===== config.mk =====
export PLATFORM = sky130hd
export DESIGN_NAME = subcall_seq
export DESIGN_NICKNAME = d
export VERILOG_FILES = /design/src/rtl/subcall_pkg.sv /design/src/rtl/subcall_ctrl.sv /design/src/rtl/subcall_dp.sv /design/src/rtl/subcall_seq.sv
export SDC_FILE = /design/constraint.sdc
export NUM_CORES = 1
export LEC_CHECK = 0
export ABC_CLOCK_PERIOD_IN_PS = 2390
export BUFFER_PORTS_ARGS = -buffer_cell sky130_fd_sc_hd__buf_2
export CORE_ASPECT_RATIO = 1.4
export CORE_MARGIN = 1
export CORE_UTILIZATION = 30
export CTS_BUF_LIST = sky130_fd_sc_hd__clkbuf_4 sky130_fd_sc_hd__clkbuf_8
export DETAILED_ROUTE_END_ITERATION = 8
export GPL_ROUTABILITY_DRIVEN = 1
export PLACE_DENSITY = 0.62
export SKIP_LAST_GASP = 1
export SYNTH_ARGS = -nofsm -noshare
export SYNTH_HDL_FRONTEND = slang
export SYNTH_SLANG_ARGS = --single-unit

===== constraint.sdc =====
create_clock -name clk -period 2.39 [get_ports clk]
set_input_delay 0.1195 -clock clk [delete_from_list [all_inputs] [get_ports clk]]
set_output_delay 0.1195 -clock clk [all_outputs]
set_load 0.005 [all_outputs]

===== src/rtl/subcall_pkg.sv =====
package subcall_pkg;

  typedef enum logic [2:0] {
    ST_FETCH,
    ST_OPLO,
    ST_INTERNAL,
    ST_PUSHHI,
    ST_PUSHLO,
    ST_OPHI
  } seqState_e;

  typedef enum logic {
    AS_PC,
    AS_STACK
  } addrSrc_e;

  typedef enum logic [1:0] {
    DS_NONE,
    DS_ADL,
    DS_PCH,
    DS_PCL
  } dataSrc_e;

  typedef struct packed {
    logic     pcInc;
    logic     pcLoadTarget;
    logic     latchLo;
    logic     spDec;
    logic     writeEn;
    addrSrc_e addrSrc;
    dataSrc_e dataSrc;
  } callStrobes_t;

endpackage


===== src/rtl/subcall_ctrl.sv =====
module subcall_ctrl
  import subcall_pkg::*;
#(
  parameter int DATA_W = 8,
  parameter logic [DATA_W-1:0] CALL_OPCODE = 8'h20
) (
  input  logic              clk,
  input  logic              rst,
  input  logic              nmosMode,
  input  logic [DATA_W-1:0] rdData,
  output callStrobes_t      strobes,
  output logic              sync,
  output logic              done
);

  seqState_e stateQ, stateD;

  always_ff @(posedge clk) begin
    if (rst) stateQ <= ST_FETCH;
    else     stateQ <= stateD;
  end

  always_comb begin
    stateD               = stateQ;
    strobes              = '0;
    strobes.addrSrc      = AS_PC;
    strobes.dataSrc      = DS_NONE;
    sync                 = 1'b0;
    done                 = 1'b0;
    unique case (stateQ)
      ST_FETCH: begin
        sync          = 1'b1;
        strobes.pcInc = 1'b1;
        stateD        = (rdData == CALL_OPCODE) ? ST_OPLO : ST_FETCH;
      end
      ST_OPLO: begin
        strobes.pcInc   = 1'b1;
        strobes.latchLo = 1'b1;
        stateD          = ST_INTERNAL;
      end
      ST_INTERNAL: begin
        strobes.addrSrc = AS_STACK;
        if (nmosMode) begin
          strobes.writeEn = 1'b1;
          strobes.dataSrc = DS_ADL;
        end
        stateD = ST_PUSHHI;
      end
      ST_PUSHHI: begin
        strobes.addrSrc = AS_STACK;
        strobes.writeEn = 1'b1;
        strobes.dataSrc = DS_PCH;
        strobes.spDec   = 1'b1;
        stateD          = ST_PUSHLO;
      end
      ST_PUSHLO: begin
        strobes.addrSrc = AS_STACK;
        strobes.writeEn = 1'b1;
        strobes.dataSrc = DS_PCL;
        strobes.spDec   = 1'b1;
        stateD          = ST_OPHI;
      end
      ST_OPHI: begin
        strobes.pcLoadTarget = 1'b1;
        done                 = 1'b1;
        stateD               = ST_FETCH;
      end
      default: stateD = ST_FETCH;
    endcase
  end


  done_then_fetch_chk: assert property (@(posedge clk) disable iff (rst)
    done |=> sync);


  sync_done_exclusive_chk: assert property (@(posedge clk) disable iff (rst)
    !(sync && done));


  cmos_internal_read_chk: assert property (@(posedge clk) disable iff (rst)
    ($past(strobes.latchLo) && !nmosMode) |-> !strobes.writeEn);

endmodule


===== src/rtl/subcall_dp.sv =====
module subcall_dp
  import subcall_pkg::*;
#(
  parameter int DATA_W = 8,
  parameter logic [DATA_W-1:0] STACK_PAGE = 8'h01,
  localparam int ADDR_W = 2 * DATA_W
) (
  input  logic              clk,
  input  logic              rst,
  input  logic [ADDR_W-1:0] resetPc,
  input  logic [DATA_W-1:0] resetSp,
  input  logic [DATA_W-1:0] rdData,
  input  callStrobes_t      strobes,
  output logic [ADDR_W-1:0] addr,
  output logic [DATA_W-1:0] wrData,
  output logic              rnw,
  output logic [DATA_W-1:0] stackPtr
);

  logic [ADDR_W-1:0] pcQ;
  logic [DATA_W-1:0] spQ;
  logic [DATA_W-1:0] adlQ;

  always_ff @(posedge clk) begin
    if (rst) begin
      pcQ  <= resetPc;
      spQ  <= resetSp;
      adlQ <= '0;
    end else begin
      if (strobes.pcLoadTarget) pcQ <= {rdData, adlQ};
      else if (strobes.pcInc)   pcQ <= pcQ + ADDR_W'(1);
      if (strobes.latchLo)      adlQ <= rdData;
      if (strobes.spDec)        spQ <= spQ - DATA_W'(1);
    end
  end

  always_comb begin
    addr = (strobes.addrSrc == AS_STACK) ? {STACK_PAGE, spQ} : pcQ;
    unique case (strobes.dataSrc)
      DS_ADL:  wrData = adlQ;
      DS_PCH:  wrData = pcQ[ADDR_W-1:DATA_W];
      DS_PCL:  wrData = pcQ[DATA_W-1:0];
      default: wrData = '0;
    endcase
    rnw      = !strobes.writeEn;
    stackPtr = spQ;
  end


  write_in_stack_page_chk: assert property (@(posedge clk) disable iff (rst)
    !rnw |-> addr[ADDR_W-1:DATA_W] == STACK_PAGE);


  push_lo_below_hi_chk: assert property (@(posedge clk) disable iff (rst)
    (strobes.dataSrc == DS_PCL) |-> addr[DATA_W-1:0] == $past(addr[DATA_W-1:0]) - DATA_W'(1));


  sp_two_below_chk: assert property (@(posedge clk) disable iff (rst)
    strobes.pcLoadTarget |-> spQ == $past(spQ, 3) - DATA_W'(2));


  target_fetch_chk: assert property (@(posedge clk) disable iff (rst)
    $past(strobes.pcLoadTarget) |-> addr == {$past(rdData), $past(adlQ)});

endmodule


===== src/rtl/subcall_seq.sv =====
module subcall_seq
  import subcall_pkg::*;
#(
  parameter int DATA_W = 8,
  parameter logic [DATA_W-1:0] CALL_OPCODE = 8'h20,
  parameter logic [DATA_W-1:0] STACK_PAGE = 8'h01,
  localparam int ADDR_W = 2 * DATA_W
) (
  input  logic              clk,
  input  logic              rst,
  input  logic              nmosMode,
  input  logic [ADDR_W-1:0] resetPc,
  input  logic [DATA_W-1:0] resetSp,
  input  logic [DATA_W-1:0] rdData,
  output logic [ADDR_W-1:0] addr,
  output logic [DATA_W-1:0] wrData,
  output logic              rnw,
  output logic              sync,
  output logic              done,
  output logic [DATA_W-1:0] stackPtr
);

  callStrobes_t strobes;

  subcall_ctrl #(
    .DATA_W(DATA_W),
    .CALL_OPCODE(CALL_OPCODE)
  ) i_ctrl (
    .clk(clk),
    .rst(rst),
    .nmosMode(nmosMode),
    .rdData(rdData),
    .strobes(strobes),
    .sync(sync),
    .done(done)
  );

  subcall_dp #(
    .DATA_W(DATA_W),
    .STACK_PAGE(STACK_PAGE)
  ) i_dp (
    .clk(clk),
    .rst(rst),
    .resetPc(resetPc),
    .resetSp(resetSp),
    .rdData(rdData),
    .strobes(strobes),
    .addr(addr),
    .wrData(wrData),
    .rnw(rnw),
    .stackPtr(stackPtr)
  );


  fetch_is_read_chk: assert property (@(posedge clk) disable iff (rst)
    sync |-> rnw);

endmodule


==> results of run 1 <==
## layer usage
layer	vias to the layer above	global-route usage	wire, um
met3	21	0.02119	393
met5	-	0	0
li1	1090	-	-
met1	1046	0.2046	2861
met4	0	0.1011	323
met2	128	0.3040	3567
## worst min-delay path by stage
stage                     startpoint      endpoint  slack (ps)  cells after the start
after floorplan            rdData[0]  i_dp.adlQ[0]         260                      2
after global placement     rdData[6]  i_dp.adlQ[6]         390                      3
after detailed placement   rdData[6]  i_dp.adlQ[6]         400                      3
after CTS                  rdData[6]  i_dp.adlQ[6]          90                      3
after global routing       rdData[3]  i_dp.adlQ[3]         100                      3
final                      rdData[6]  i_dp.adlQ[6]         100                      3
## critical path: stages (launching register included)
cell and delay [ps]:
dfxtp_1 560, nor3_2 110, a21oi_2 490, mux2_2 450
buf_2 140
## sequential cells by signal, summed over array words and instances, names as in the netlist
register and flops:
i_dp.pcQ 16, i_dp.stackPtr 8, i_dp.adlQ 8, i_ctrl.stateQ 3
## power breakdown
| part | internal (mW) | switching [mW] |
|---|---|---|
| Combinational | 0.159 | 0.155 |
| Clock | 0.275 | 0.215 |
| Sequential | 0.707 | 0.0885 |
## synth_stat cells, types with 2 or more instances
cell and number:
a21oi_1 10, nor3_1 13, or3_1 2, buf_2 5
nor4b_1 2, buf_6 3, a222oi_1 8, inv_1 18
xnor2_1 11, nand4_2 2, o31a_2 2, nor3b_1 2
and2_1 8, o21ai_0 13, ha_1 2, nand3_1 4
mux2_2 8, nor2_1 16, edfxtp_1 24, clkbuf_1 9
a221o_1 2, a221oi_1 3, o31a_1 2, nand2_1 45
xor2_1 4, nor3_2 2, dfxtp_1 11, buf_4 2
o31ai_1 4, nor4_1 8, mux2i_1 5
## area by class of cell
type,count,area [sq um]
clock buffers,8,103.9
fillers,791,4830
inverters,19,71.32
multi-input cells,193,1281
flip-flops and latches,35,940.9
well taps,100,125.1
repair buffers,76,397.9
## cells by family after synthesis
logic type / count (synthesis) / share of synthesized area
AO/OA/AOI/OAI: 50 / 0.1506
AND/OR/NAND/NOR: 113 / 0.2595
flip-flops: 35 / 0.3919
multiplexers: 13 / 0.05837
adder cells (fa/ha/maj): 2 / 0.01042
XOR/XNOR: 15 / 0.05471
buffers and inverters: 38 / 0.07451
## through the flow
stage	utilization	power, mW	cell area [sq um]
floorplan	-	0.9841	2401
global placement	0.3634	1.116	2816
CTS	0.3768	1.606	2920
detailed placement	0.3634	1.120	2816
global route	0.3768	1.668	2920
finish	0.3768	1.599	2920
## cell usage in the layout (no fill, tap or decap), types with 2 or more instances in the layout
| cell | instances |
|---|---|
| nor3_2 | 2 |
| nand2_1 | 45 |
| nor3_1 | 13 |
| nand3_1 | 4 |
| a221o_1 | 2 |
| and2_1 | 8 |
| o31a_2 | 2 |
| buf_2 | 69 |
| o31ai_1 | 4 |
| edfxtp_1 | 24 |
| nor4b_1 | 2 |
| xnor2_1 | 11 |
| or3_1 | 2 |
| dfxtp_1 | 11 |
| inv_1 | 18 |
| buf_4 | 7 |
| nor4_1 | 8 |
| xor2_1 | 4 |
| mux2_2 | 8 |
| mux2i_1 | 5 |
| o21ai_0 | 13 |
| clkbuf_8 | 7 |
| a21oi_1 | 10 |
| ha_1 | 2 |
| a222oi_1 | 8 |
| nand4_2 | 2 |
| a221oi_1 | 3 |
| nor3b_1 | 2 |
| o31a_1 | 2 |
| nor2_1 | 16 |
==> impl_metrics.tcl, run 1 <==
set metrics [dict create \
    max-clock-path-buffers 2 \
    power.density_mw_per_mm2 547.7 \
    via_per_inst 5.302 \
    reg2reg_depth 4 \
    synth_top_cell_by_area "edfxtp_1" \
    setup_tns_ps 0 \
    syn_area_per_cell_sq_um 9.027 \
    cts_tree "built" \
    rr_endpoint "i_dp.pcQ[11]" \
    netlist_area_sq_mm 0.002401 \
    htreeDepth 2 \
    io_buffer_count 69 \
    synth.distinct_cells 47 \
    drtIter0Drc 317 \
    hp-class "in2reg" \
    finalMaxSlewViolations 0 \
    r2r_start "i_ctrl.stateQ[0]" \
    ys.flop_type "edfxtp_1" \
    drt_wl_total_mm 7.144 \
    fin_cells 431 \
    crit_path_start_kind "flip-flop" \
    grt_pass1_vias 2102 \
    holdWs_ps 95.84 \
    clk_latency_ps 290 \
    ff2ff_setup_slack_ps 410 \
    grt_max_degree 29 \
    ys_seq_elements 35 \
    synth.yosys.seq_area_share 0.3919 \
    antenna_found_initial 0 \
    worst_setup_path_end_kind "output pin" \
    dp_hpwl_mm 5.461 \
    skew_ps 8.733 \
    cp.arrival_ps 2040 \
    fin_nets 367 \
    clockRootBuffer "clkbuf_8" \
    coreArea_sq_mm 0.007750 \
    path_clk_slew_ps 80 \
    post-route-min-period_ps 2155 \
    antenna_left 0 \
    fp.dieW_um 77.61 \
    critPathRequiredTime_ps 2270 \
    rows 38 \
    critPathLaunch "i_ctrl.stateQ[0]" \
    yosys.area.top_type_share 0.3002 \
    grtUsageTotal 0.1747 \
    firstDrtPassIters 7 \
    io_pins 70 \
    dieArea_sq_mm 0.008371 \
    grt_overflow_total 0 \
    worstMarginPinSlew_ps 677.5 \
    ys_warn_count 0 \
    setup_viol 0 \
    setup_ws_ps 234.9 \
    synth_cells 266 \
    syn_to_final_growth_pct 21.63 \
    num_antenna_cells 0 \
    gp_congestion 0.9579 \
    cts_buffers 5 \
    dp_cells 423 \
    drc_errors 0 \
    vias 2285 \
    synth_area_leaders "edfxtp_1, dfxtp_1, nand2_1, xnor2_1, mux2_2" \
    hold_viol 0 \
    crit_type "reg2out" \
    start_util 0.3098 \
    post-cts-setup-buffer-count 0 \
    rsz0062_at_grt "no" \
    path_max_fanout 10 \
    dieHeight_um 107.9 \
    status "finished clean" \
    cts_sinks 35 \
    layout-drive-gt1-share 0.3202 \
    grt_pass1_wl_mm 11.12 \
    p_leak_nw 1.302 \
    synth-async-reset-ratio 0 \
    peakVddDrop_v 0.0002840 \
    cap_violations 0 \
    wire_per_inst_um 16.58 \
    synth_fp_nets 303 \
    fmax_ghz 0.4640 \
    cts.repair.resized 0 \
    cp-endpoint "addr[6]" \
    dp_slack_ps 407.4 \
    post-route-period-util 0.9017 \
    synth_enable_flop_cells 24 \
    ctsHoldBuffers 0 \
    slew_headroom 0.5459 \
]
No activity file was read; power rests on OpenSTA's default activity.
==> run 2: changes to the inputs <==
--- a/config.mk
+++ b/config.mk
@@ -14,6 +14,7 @@
 export DETAILED_ROUTE_END_ITERATION = 8
 export GPL_ROUTABILITY_DRIVEN = 1
 export PLACE_DENSITY = 0.62
+export RECOVER_POWER = 25
 export SKIP_LAST_GASP = 1
 export SYNTH_ARGS = -nofsm -noshare
 export SYNTH_HDL_FRONTEND = slang
==> impl_metrics.tcl, run 2 (synthesis gave the netlist of run 1 again) <==
set metrics [dict create \
    clockRootBuffer "clkbuf_8" \
    cap_violations 0 \
    io_pins 70 \
    crit_path_start_kind "flip-flop" \
    setup_viol 0 \
    status "finished clean" \
    finalMaxSlewViolations 0 \
    rows 38 \
    path_max_fanout 9 \
    slew_headroom 0.3920 \
    crit_chain "inv_1 -> a21oi_2 -> mux2_2 -> buf_2" \
    final_cell_mix "buf_2, nand2_1, edfxtp_1" \
    crit_type "reg2out" \
    cts.repair.resized 0 \
    holdWs_ps 94.43 \
    cp.arrival_ps 2060 \
    drt_wl_total_mm 7.088 \
    rsz0062_at_grt "no" \
    grt_pass1_wl_mm 11.12 \
    hp-class "in2reg" \
    cts_sinks 35 \
    path_clk_slew_ps 80 \
    gp_congestion 0.9579 \
    post-route-period-util 0.9118 \
    clk_latency_ps 290 \
    max_stage_delay_ps 520 \
    peakVddDrop_v 0.0002846 \
    ff2ff_setup_slack_ps 370 \
    skew_ps 8.762 \
    p_leak_nw 1.282 \
    worstMarginPinSlew_ps 912.0 \
    critPathRequiredTime_ps 2270 \
    reg2reg_depth 4 \
    layout-drive-gt1-share 0.2961 \
    drc_errors 0 \
    setup_tns_ps 0 \
    fillCellCount 794 \
    max-clock-path-buffers 2 \
    vias 2259 \
    worst_setup_path_end_kind "output pin" \
    via_per_inst 5.241 \
    grt_pass1_vias 2102 \
    ctsHoldBuffers 0 \
    dieHeight_um 107.9 \
    fmax_ghz 0.4589 \
    io_buffer_count 69 \
    grtUsageTotal 0.1747 \
    post-cts-setup-buffer-count 0 \
    dieArea_sq_mm 0.008371 \
    mostFrequentLayoutCell "buf_2" \
    power.density_mw_per_mm2 549.1 \
    drtIter0Drc 323 \
    largest_reg_flops 16 \
    antenna_left 0 \
    cts_tree "built" \
    cp-endpoint "addr[6]" \
    fp.dieW_um 77.61 \
    post-route-min-period_ps 2179 \
    regMostFlops "i_dp.pcQ" \
    slowest_stage "a21oi_2" \
    coreArea_sq_mm 0.007750 \
    firstDrtPassIters 6 \
    htreeDepth 2 \
    antenna_found_initial 0 \
    critPathLaunch "i_ctrl.stateQ[2]" \
    cts_buffers 5 \
    fin_nets 367 \
    wire_per_inst_um 16.45 \
    start_util 0.3098 \
    hold_viol 0 \
    grt_overflow_total 0 \
    num_antenna_cells 0 \
    syn_to_final_growth_pct 21.16 \
    grt_max_degree 29 \
    rr_endpoint "i_dp.pcQ[11]" \
    dp_hpwl_mm 5.461 \
    r2r_start "i_ctrl.stateQ[0]" \
]
## run 2: changes by cell type in the layout (fill, tap and decap cells not counted), sizes merged
cell / before / now
buf: 76 / 69
clkbuf: 8 / 15
## run 2: how the worst min path moves through the flow
stage | startpoint | to | slack (ps) | depth (start not counted)
after floorplan | rdData[0] | i_dp.adlQ[0] | 260 | 2
after global placement | rdData[6] | i_dp.adlQ[6] | 390 | 3
after detailed placement | rdData[6] | i_dp.adlQ[6] | 400 | 3
after CTS | rdData[6] | i_dp.adlQ[6] | 90 | 3
after global routing | rdData[3] | i_dp.adlQ[3] | 100 | 3
final | rdData[6] | i_dp.adlQ[6] | 90 | 3
## run 2: area by class of cell
class	instances	area, sq um	share of cell area
clock buffers	8	103.9	0.03570
inverters	19	71.32	0.02452
multi-input cells	193	1281	0.4404
flip-flops and latches	35	940.9	0.3234
well taps	100	125.1	0.04301
repair buffers	76	386.6	0.1329
## run 2: critical path, delay by kind of cell (launching register included)
kind,cells,cell delay (ps)
buf+inv,2,300
compound gates,1,520
mux,1,450
flops,1,500
## run 2: routing by layer
| layer | share of wire | vias up | global-route usage | routed length [um] |
|---|---|---|---|---|
| met1 | 0.40 | 1044 | 0.2046 | 2825 |
| li1 | - | 1090 | - | - |
| met4 | 0.043 | 0 | 0.1011 | 306 |
| met2 | 0.50 | 103 | 0.3040 | 3556 |
| met5 | 0 | - | 0 | 0 |
| met3 | 0.057 | 22 | 0.02119 | 401 |
## run 2: power by group
part	total (mW)	internal [mW]	switching [mW]
logic	0.312	0.157	0.155
clock network	0.491	0.275	0.216
registers	0.794	0.707	0.0875
## run 2: stage by stage
step	cells	total power, mW	area, sq um	setup WS (ps)	util
final	431	1.597	2909	210.8	0.3754
after global placement	423	1.116	2816	500.4	0.3634
after detailed placement	423	1.120	2816	407.4	0.3634
after CTS	431	1.606	2920	257.1	0.3768
after floorplan	266	0.9841	2401	607.7	-
after global routing	431	1.666	2909	108.9	0.3754
==> run 3: changes to the inputs <==
--- a/config.mk
+++ b/config.mk
@@ -18,4 +18,5 @@
 export SKIP_LAST_GASP = 1
 export SYNTH_ARGS = -nofsm -noshare
 export SYNTH_HDL_FRONTEND = slang
+export SYNTH_HIERARCHICAL = 1
 export SYNTH_SLANG_ARGS = --single-unit
==> impl_metrics.tcl, run 3 <==
set metrics [dict create \
    synth_top_cell_by_area "edfxtp_1" \
    wire_per_inst_um 15.64 \
    largest_reg_flops 16 \
    cap_violations 0 \
    cts_sinks 35 \
    regMostFlops "i_dp/pcQ" \
    slew_headroom 0.2599 \
    hold_viol 0 \
    skew_ps 8.062 \
    setup_tns_ps 0 \
    syn_to_final_growth_pct 21.20 \
    fin_cells 424 \
    synth_commonest_cells "nand2_1, edfxtp_1, o21ai_0" \
    grtUsageTotal 0.1646 \
    synth_area_leaders "edfxtp_1, dfxtp_1, mux2i_1, mux2_2, nand2_1" \
    design_area_sq_mm 0.002933 \
    drc_errors 0 \
    multi_input_area_sq_mm 0.001366 \
    status "finished clean" \
    fmax_ghz 0.4530 \
    power.density_mw_per_mm2 521.2 \
    drt_wl_total_mm 6.631 \
    path_max_fanout 7 \
    setup_viol 0 \
    io_pins 70 \
    post-route-period-util 0.9236 \
    antenna_found_initial 0 \
    cp.arrival_ps 2090 \
    grt_pass1_wl_mm 10.63 \
    final_cell_mix "buf_2, nand2_1, edfxtp_1" \
    coreArea_sq_mm 0.007797 \
    p_int_mw 1.083 \
    fin_util 0.3761 \
    drtIter0Drc 96 \
    grt_pass1_vias 2083 \
    swShare 0.2915 \
    post-route-min-period_ps 2207 \
    worstMarginPinSlew_ps 1110 \
    hp-class "in2reg" \
    clockPowerShare 0.286 \
    fin_nets 360 \
    rsz0062_at_grt "no" \
    ys.flop_type "edfxtp_1" \
    via_per_inst 5.012 \
    htreeDepth 2 \
    start_util 0.3103 \
    dp_slack_ps 319.6 \
    num_antenna_cells 0 \
    fillCellCount 815 \
    p_leak_nw 1.157 \
    worst_setup_path_end_kind "output pin" \
    vias 2125 \
    cts_tree "built" \
    synth_fp_nets 297 \
    max-clock-path-buffers 2 \
    grt_overflow_total 0 \
    synth_enable_flop_cells 24 \
    mostFrequentLayoutCell "buf_2" \
    ys_warn_count 6 \
    rows 38 \
    clk_latency_ps 290 \
    clockRootBuffer "clkbuf_8" \
    grt_max_degree 40 \
    fp.dieW_um 77.91 \
    synth_cells 260 \
    synth.distinct_cells 47 \
    critPathRequiredTime_ps 2270 \
    power.total_mw 1.528 \
    place_area_sq_mm 0.002851 \
    gp_congestion 0.8020 \
    netlist_area_sq_mm 0.002420 \
    dieHeight_um 108.3 \
    dieArea_sq_mm 0.008434 \
    synth.yosys.seq_area_share 0.3888 \
    cts_buffers 5 \
    holdWs_ps 108.1 \
    setup_ws_ps 182.6 \
    finalMaxSlewViolations 0 \
    p_seq_frac 0.511 \
    dp_hpwl_mm 4.965 \
    switching_power_uw 445.6 \
    firstDrtPassIters 4 \
    syn_area_per_cell_sq_um 9.307 \
    yosys.area.top_type_share 0.2978 \
    synth-async-reset-ratio 0 \
    pwr-share-comb 0.203 \
    final-seq-area_sq_um 940.9 \
    path_clk_slew_ps 80 \
    synth_most_common_cell "nand2_1" \
    peakVddDrop_v 0.0002519 \
    layout-drive-gt1-share 0.3333 \
    crit_type "reg2out" \
    io_buffer_count 69 \
    ys_seq_elements 35 \
    antenna_left 0 \
    dp_cells 416 \
    crit_path_start_kind "flip-flop" \
]
==> run 3: cell count changes in the layout (fill, tap and decap cells not counted), moves of 6 or more <==
cell	previous run	this run
inv_1	19	10
a222oi_1	8	0
nor3_1	13	7
nand2_1	45	34
mux2i_1	5	14
nor2b_1	0	7
a22o_1	0	8
a21oi_1	10	2
==> run 3: final timing paths <==
kind	slack, ps	from	cells after the start	endpoint
max	180	i_ctrl/stateQ[1]	7	wrData[7]
min	110	resetPc[12]	3	i_dp/pcQ[12]
max reg2reg	420	i_ctrl/stateQ[1]	3	i_dp/pcQ[6]
min reg2reg	540	i_dp/adlQ[7]	2	i_dp/adlQ[7]
==> run 3: layer usage <==
layer / global-route usage / routed length, um / vias to the layer above / share of wire
met2: 0.2901 / 3285 / 65 / 0.50
li1: - / - / 1056 / -
met1: 0.2028 / 2933 / 993 / 0.44
met4: 0.05423 / 161 / 0 / 0.024
met3: 0.02785 / 250 / 11 / 0.038
met5: 0 / 0 / - / 0
==> run 3: final cells by class <==
cell class                      instances  share of cell area
Multi-Input combinational cell        197              0.4659
Sequential cell                        35              0.3208
Timing Repair Buffer                   74              0.1280
Tap cell                              100             0.04266
Clock buffer                            6             0.02602
Inverter                               10             0.01280
Clock inverter                          2            0.003840
==> run 3: worst max-delay path, stage by stage (launching register included) <==
cell and delay, ps:
dfxtp_1 470, nor2b_2 260, a21oi_1 90, nor2_1 150, buf_4 180, mux2_2 330
a22o_1 190, buf_2 130
==> run 3: logic make-up (layout without fill, tap and decap cells) <==
kind of cell               count (synthesis)  count (layout)  synth area share
AOI/OAI and AO/OA                         46              46            0.1350
xor gates and xnor gates                  17              17           0.06153
adders and majority gates                  2               2           0.01034
buffers and inverters                     28              92           0.04706
DFF                                       35              35            0.3888
muxes                                     26              26            0.1138
and+or+nand+nor                          106             106            0.2435
==> run 3: repair_timing <==
| item | CTS | global route |
|---|---|---|
| hold buffers | 0 | 0 |
| resized for setup | 1 | 0 |
| buffers inserted | 0 | 0 |
| setup endpoints to repair | 1 | 0 |
==> run 3: power groups by stage <==
stage	logic (mW)	clock network [mW]	registers [mW]
3_5_place_dp	0.313	0	0.793
2_1_floorplan	0.195	0	0.772
3_3_place_gp	0.310	0	0.790
4_1_cts	0.315	0.450	0.779
6_report	0.311	0.437	0.781
5_1_grt	0.347	0.471	0.790
